File: src/rtl/wavePlayerPkg.sv
package wavePlayerPkg;

  typedef enum logic [1:0] {
    SRC_HOST   = 2'd0,
    SRC_DEV    = 2'd1,
    SRC_BYPASS = 2'd2,
    SRC_MUTE   = 2'd3
  } srcKind_e;

  // Strobes passed from control to datapath once per sample
  typedef struct packed {
    logic     load;   // conversion strobe: capture a sample, start a frame
    srcKind_e src;    // source latched for this sample
    logic     bank;   // host buffer being played
  } sampleCmd_t;

endpackage

File: src/rtl/wavePlayerCtrl.sv
module wavePlayerCtrl
  import wavePlayerPkg::*;
#(
  parameter int ADDR_W = 6,
  parameter int DIV_W  = 16
) (
  input  logic              clk,
  input  logic              rstN,
  input  logic [DIV_W-1:0]  divLimit,
  input  logic [ADDR_W-1:0] waveLen,
  input  logic [1:0]        srcSel,
  input  logic              swapReq,
  output sampleCmd_t        cmd,
  output logic [ADDR_W-1:0] hostRdAddr,
  output logic [ADDR_W-1:0] devRdAddr,
  output logic              playBank
);

  logic [DIV_W-1:0]  divCnt;
  logic [ADDR_W-1:0] hostPtr;
  logic [ADDR_W-1:0] devPtr;
  logic              bankSel;
  logic              swapPend;

  logic strobe;
  logic atWrap;
  logic pendNext;
  logic doSwap;

  always_comb begin
    strobe   = (divCnt == divLimit);
    atWrap   = (hostPtr >= waveLen);
    pendNext = swapPend | swapReq;
    doSwap   = strobe & atWrap & pendNext;
  end

  // Rate divider
  always_ff @(posedge clk or negedge rstN) begin
    if (!rstN) begin
      divCnt <= '0;
    end else if (strobe) begin
      divCnt <= '0;
    end else begin
      divCnt <= divCnt + DIV_W'(1);
    end
  end

  // Read pointers: both move on every strobe
  always_ff @(posedge clk or negedge rstN) begin
    if (!rstN) begin
      hostPtr <= '0;
      devPtr  <= '0;
    end else if (strobe) begin
      hostPtr <= atWrap ? '0 : hostPtr + ADDR_W'(1);
      devPtr  <= devPtr + ADDR_W'(1);
    end
  end

  // Ping-pong bank and deferred swap
  always_ff @(posedge clk or negedge rstN) begin
    if (!rstN) begin
      bankSel  <= 1'b0;
      swapPend <= 1'b0;
    end else if (doSwap) begin
      bankSel  <= ~bankSel;
      swapPend <= 1'b0;
    end else begin
      swapPend <= pendNext;
    end
  end

  always_comb begin
    cmd.load   = strobe;
    cmd.src    = srcKind_e'(srcSel);
    cmd.bank   = bankSel;
    hostRdAddr = hostPtr;
    devRdAddr  = devPtr;
    playBank   = bankSel;
  end

endmodule

File: src/rtl/wavePlayerPath.sv
module wavePlayerPath
  import wavePlayerPkg::*;
#(
  parameter int DATA_W = 16,
  parameter int ADDR_W = 6
) (
  input  logic              clk,
  input  logic              rstN,
  input  sampleCmd_t        cmd,
  input  logic [ADDR_W-1:0] hostRdAddr,
  input  logic [ADDR_W-1:0] devRdAddr,
  input  logic              hostWrEn,
  input  logic [ADDR_W-1:0] hostWrAddr,
  input  logic [DATA_W-1:0] hostWrData,
  input  logic              devWrEn,
  input  logic [ADDR_W-1:0] devWrAddr,
  input  logic [DATA_W-1:0] devWrData,
  input  logic [DATA_W-1:0] bypassData,
  output logic              dacCsN,
  output logic              dacSclk,
  output logic              dacSdi
);

  localparam int DEPTH   = 1 << ADDR_W;
  localparam int NBANK   = 2;
  localparam int BCNT_W  = $clog2(DATA_W);
  localparam logic [BCNT_W-1:0] LAST_BIT = BCNT_W'(DATA_W - 1);

  logic [DATA_W-1:0] bankRd [NBANK];
  logic [DATA_W-1:0] devRd;
  logic              wrBank;

  assign wrBank = ~cmd.bank;

  // Host ping-pong buffers
  for (genvar g = 0; g < NBANK; g++) begin : gBank
    logic [DATA_W-1:0] mem [DEPTH];
    always_ff @(posedge clk) begin
      if (hostWrEn && (wrBank == 1'(g))) begin
        mem[hostWrAddr] <= hostWrData;
      end
    end
    assign bankRd[g] = mem[hostRdAddr];
  end

  // Device stream buffer
  logic [DATA_W-1:0] devMem [DEPTH];
  always_ff @(posedge clk) begin
    if (devWrEn) begin
      devMem[devWrAddr] <= devWrData;
    end
  end
  assign devRd = devMem[devRdAddr];

  // Source mux
  logic [DATA_W-1:0] sample;
  always_comb begin
    case (cmd.src)
      SRC_HOST:   sample = bankRd[cmd.bank];
      SRC_DEV:    sample = devRd;
      SRC_BYPASS: sample = bypassData;
      default:    sample = '0;
    endcase
  end

  // Serializer: two clocks per bit, low then high
  logic              busy;
  logic              phase;
  logic [BCNT_W-1:0] bitCnt;
  logic [DATA_W-1:0] shReg;

  always_ff @(posedge clk or negedge rstN) begin
    if (!rstN) begin
      busy   <= 1'b0;
      phase  <= 1'b0;
      bitCnt <= '0;
      shReg  <= '0;
    end else if (cmd.load) begin
      busy   <= 1'b1;
      phase  <= 1'b0;
      bitCnt <= '0;
      shReg  <= sample;
    end else if (busy) begin
      if (!phase) begin
        phase <= 1'b1;
      end else begin
        phase <= 1'b0;
        shReg <= shReg << 1;
        if (bitCnt == LAST_BIT) begin
          busy <= 1'b0;
        end else begin
          bitCnt <= bitCnt + BCNT_W'(1);
        end
      end
    end
  end

  always_comb begin
    dacCsN  = ~busy;
    dacSclk = busy & phase;
    dacSdi  = busy & shReg[DATA_W-1];
  end

endmodule

File: src/rtl/wavePlayerTop.sv
module wavePlayerTop
  import wavePlayerPkg::*;
#(
  parameter int DATA_W = 16,
  parameter int ADDR_W = 6,
  parameter int DIV_W  = 16
) (
  input  logic              clk,
  input  logic              rstN,
  input  logic [DIV_W-1:0]  divLimit,
  input  logic [ADDR_W-1:0] waveLen,
  input  logic [1:0]        srcSel,
  input  logic              swapReq,
  input  logic              hostWrEn,
  input  logic [ADDR_W-1:0] hostWrAddr,
  input  logic [DATA_W-1:0] hostWrData,
  input  logic              devWrEn,
  input  logic [ADDR_W-1:0] devWrAddr,
  input  logic [DATA_W-1:0] devWrData,
  input  logic [DATA_W-1:0] bypassData,
  output logic              playBank,
  output logic              dacCsN,
  output logic              dacSclk,
  output logic              dacSdi
);

  sampleCmd_t        cmd;
  logic [ADDR_W-1:0] hostRdAddr;
  logic [ADDR_W-1:0] devRdAddr;

  wavePlayerCtrl #(.ADDR_W(ADDR_W), .DIV_W(DIV_W)) i_ctrl (
    .clk        (clk),
    .rstN       (rstN),
    .divLimit   (divLimit),
    .waveLen    (waveLen),
    .srcSel     (srcSel),
    .swapReq    (swapReq),
    .cmd        (cmd),
    .hostRdAddr (hostRdAddr),
    .devRdAddr  (devRdAddr),
    .playBank   (playBank)
  );

  wavePlayerPath #(.DATA_W(DATA_W), .ADDR_W(ADDR_W)) i_path (
    .clk        (clk),
    .rstN       (rstN),
    .cmd        (cmd),
    .hostRdAddr (hostRdAddr),
    .devRdAddr  (devRdAddr),
    .hostWrEn   (hostWrEn),
    .hostWrAddr (hostWrAddr),
    .hostWrData (hostWrData),
    .devWrEn    (devWrEn),
    .devWrAddr  (devWrAddr),
    .devWrData  (devWrData),
    .bypassData (bypassData),
    .dacCsN     (dacCsN),
    .dacSclk    (dacSclk),
    .dacSdi     (dacSdi)
  );

endmodule

File: config.mk
export PLATFORM = sky130hd
export DESIGN_NAME = wavePlayerTop
export DESIGN_NICKNAME = d
export VERILOG_FILES = /design/src/rtl/wavePlayerPkg.sv /design/src/rtl/wavePlayerCtrl.sv /design/src/rtl/wavePlayerPath.sv /design/src/rtl/wavePlayerTop.sv
export SDC_FILE = /design/constraint.sdc
export NUM_CORES = 2
export LEC_CHECK = 0
export ABC_AREA = 1
export BUFFER_PORTS_ARGS = -buffer_cell sky130_fd_sc_hd__buf_2
export CORE_UTILIZATION = 49
export DETAILED_ROUTE_END_ITERATION = 6
export SYNTH_ARGS = -nofsm -noshare
export SYNTH_HDL_FRONTEND = slang
export SYNTH_SLANG_ARGS = --single-unit
export TNS_END_PERCENT = 10
File: constraint.sdc
create_clock -name clk -period 2.95 [get_ports clk]
set_input_delay 0.1475 -clock clk [delete_from_list [all_inputs] [get_ports clk]]
set_output_delay 0.1475 -clock clk [all_outputs]
set_load 0.05 [all_outputs]
==> summary.md <==
| Metric | Value |
|---|---|
| Area of the multi-input gates | roughly 32,000 um2 |
| Wire length on met3 | 29.92 mm |
| Hold_ws | around 66 ps |
| Post-layout power | between 90 and 100 mW |
| Post-synthesis sequential area ratio | 71.41% |
| Leak pwr | roughly 58 nW |
| FILL cells | between 20,000 and 25,000 |
| Crit-path slowest cell | dfrtp_1 |
| CTS tree | yes |
| Row count | about 190 |
| Reg area | approximately 94,000 um2 |
| Worst-skew pair later-pin latency | 880 ps |
| Mapped Cells | ~12,000 |
| Worst setup margin | ~23 ps |
| Bufs and invs on worst path | 3 |
| VDD IR max | roughly 0.54 mV |
| DR WL/cell | roughly 24 um |
| Dpl hpwl | 234.0 mm |
| Most frequent cells in the layout | nand2_1, edfxtp_1, nor2_1, nand3_1, inv_1 |
| Slew margin rel. | roughly 11% |
| Kind of critical path | flop to flop |
| Die area | 269,400 um2 |
| Largest stage delay on the critical path | ~630 ps |
| R2r startpoint | i_ctrl.hostRdAddr[3] |
| Fin cells | approximately 16,000 |
| Core area | around 270,000 um2 |
| Max layer used | met5 |
| Worst hold path type | input port to flop |
| Stages on worst setup path | 14 |
| DRT iter0 DRCs | around 9,900 |
| Hold path depth | 1 |
| Congestion Overflow GR | 0 |
| Min-delay src | devWrData[12] |
| Die Wd | 519.0 um |
| Avg Cell Area, Syn | about 11 um2 |
| M1 wire length | approximately 160 mm |
| Gpl congestion | approximately 0.9 |
| Share of layout cells above drive strength 1 | a little over a tenth |
| Worst reg2reg path depth | 14 |
| Setup Skew | about 44 ps |
| Cell mode on critical path | nand2_1 |
| RSZ-0062 raised after global routing | true |
| Crit end category | flop |
| Peak Freq | between 300 and 400 MHz |
| Global-route wire length before repair | 569.4 mm |
| DR vias | 89,670 |
| Top Family by Delay on Critical Path | simple AND/OR/NAND/NOR gates |
| H-tree depth | 5 |
| Slew @ Worst Pin | between 1000 and 1500 ps |
| Clk root buf | clkbuf_16 |
| Longest Clk Path Bufs | 4 |
| Area grow syn2layout | 15.45% |
| Die height | between 500 and 600 um |
| Starting Density | 49.33% |
| Fin crit period | approximately 3000 ps |
| Worst Path Max Fanout | 29 |
| Clock Sinks | approximately 3,100 |
| NumNets Final | around 13,000 |
| Post-route DRC | 8 |
| Dpl cells | between 15,000 and 20,000 |
| Final Cycle Share | between 90% and 100% |
| Synth Cell Area | 131,000 um2 |
| Inserted Clock Buffers | about 330 |
| Pwr dens | approximately 610 nW/um2 |
| Total of max-cap violations | 0 |
| Via density | between 5 and 6 |
| Setup TNS | 0 ps |
| Final core occ | between 50% and 60% |
| Pre-CTS setup slack | -69.34 ps |
| Crit start category | flop |
| Port bufs | 92 |
| Final Hold Viols | 0 |
| Vias in the first global route | 85,920 |
| Pin count of the biggest net entering global routing | between 100 and 150 |
| Count of different cell masters after synthesis | 41 |
| Pins Over Slew Limit | 0 |
| Syn_nets | 12,160 |
| YS warnings | 0 |
| Critical-path cell list | nand2_1 > inv_4 > buf_12 > buf_4 > nand3_1 > nand2_1 > nor2_1 > nand2_1 > nand3_1 > nand3_1 > nand3_1 > nand2_1 > nand2_1 > a21oi_1 |
| Metal2 WL | about 180 mm |
| Area after DPL | about 140,000 um2 |
| GRT Total Usage | between 20 and 30% |
| Worst EP arrival | 3730 ps |
| Total Routed Length | about 390 mm |
| WP data required | roughly 3800 ps |
| Leading cell type in the layout, fill and taps excluded | nand2_1 |
| IO Pins | between 90 and 100 |
| Initial antenna violation count | 11 |
| Fin area | 151,200 um2 |
| Initial DRT Pass Iterations | 7 |
| Worst-path clk slew | ~60 ps |
| Yosys reg bits | roughly 3,100 |
| Failing checks | design-rule violations |
| Setup crit start | i_ctrl.hostRdAddr[3] |
| Final ANT Viol Nets | 0 |
| Status | complete, but fails checks |
| Final setup vio count | 0 |
## cell type report
type	instances	share of cell area (%)
clock buffers	435	5.866
multi-input cells	7444	21.06
well taps	3533	2.923
diodes	7	0.01158
flip-flops and latches	3124	61.87
repair buffers	796	5.134
inverters	807	2.044
clock inverters	163	1.087
## sequential cells by signal, summed over array words and instances, names as in the netlist
name,flops
i_path.gBank.mem,2048
i_path.bitCnt,4
i_ctrl.swapPend,1
i_ctrl.devRdAddr,6
i_ctrl.divCnt,16
i_path.phase,1
i_path.busy,1
i_path.shReg,16
i_ctrl.hostRdAddr,6
i_ctrl.playBank,1
i_path.devMem,1024
## kinds of logic after synthesis
| logic type | synth area share (%) |
|---|---|
| AO/OA/AOI/OAI | 3.229 |
| XOR/XNOR | 0.1337 |
| adder cells (fa/ha/maj) | 0.09551 |
| buffers and inverters | 4.818 |
| flip-flops | 71.41 |
| multiplexers | 0.007641 |
| AND/OR/NAND/NOR | 20.30 |
## synthesized netlist by cell type (all sizes together)
master  instances  area share [%]
xor2            9           0.060
nand2        3917              11
o211ai         39            0.22
inv           796             2.3
mux2i           1          0.0076
dfrtp          52            0.99
nor2         1261             3.6
xnor2          11           0.074
clkinv         11           0.032
and3            1          0.0048
nand4          12           0.057
o21ai         529             2.0
or2            22            0.11
nor3          126            0.49
buf           422             1.8
a31oi           1          0.0048
nor3b           2           0.011
clkbuf        259            0.74
nor4            3           0.019
edfxtp       3072              70
a21o            1          0.0057
o22ai          10           0.048
nand3        1246             4.8
a21oi         238            0.91
ha             10           0.096
a22oi           1          0.0057
nand3b          3           0.017
o2111a          1          0.0086
## routing by layer
metal | vias to the layer above | track usage [%]
li1 | 41440 | -
met3 | 705 | 3.494
met4 | 2 | 12.23
met1 | 43800 | 38.96
met2 | 3719 | 45.79
met5 | - | 0
## where the power goes
| group | leakage [nW] | switching [mW] | internal, mW |
|---|---|---|---|
| registers | 28.2 | 0.0868 | 48.9 |
| logic | 24.9 | 1.66 | 0.442 |
| clock network | 5.12 | 17.3 | 23.7 |
## path summary, 6_finish.rpt
path,to,slack (ps)
max in group asynchronous,i_ctrl.hostRdAddr[2],2560
worst max register to register,i_path.shReg[14],20
min in group asynchronous,i_ctrl.divCnt[0],100
worst min-delay path,i_path.devMem[55][12],70
worst max-delay path,i_path.shReg[14],20
worst min register to register,i_ctrl.divCnt[15],490
## repair_timing
action / CTS / global route
endpoints found under the setup margin: 3 / 16
resized for setup: 3 / 49
hold buffers: 43 / 0
pin swaps: 0 / 1
setup buffers: 0 / 3
endpoints found under the hold margin: 1365 / 0
cloned: 0 / 7
(Power assumes the default switching activity.)
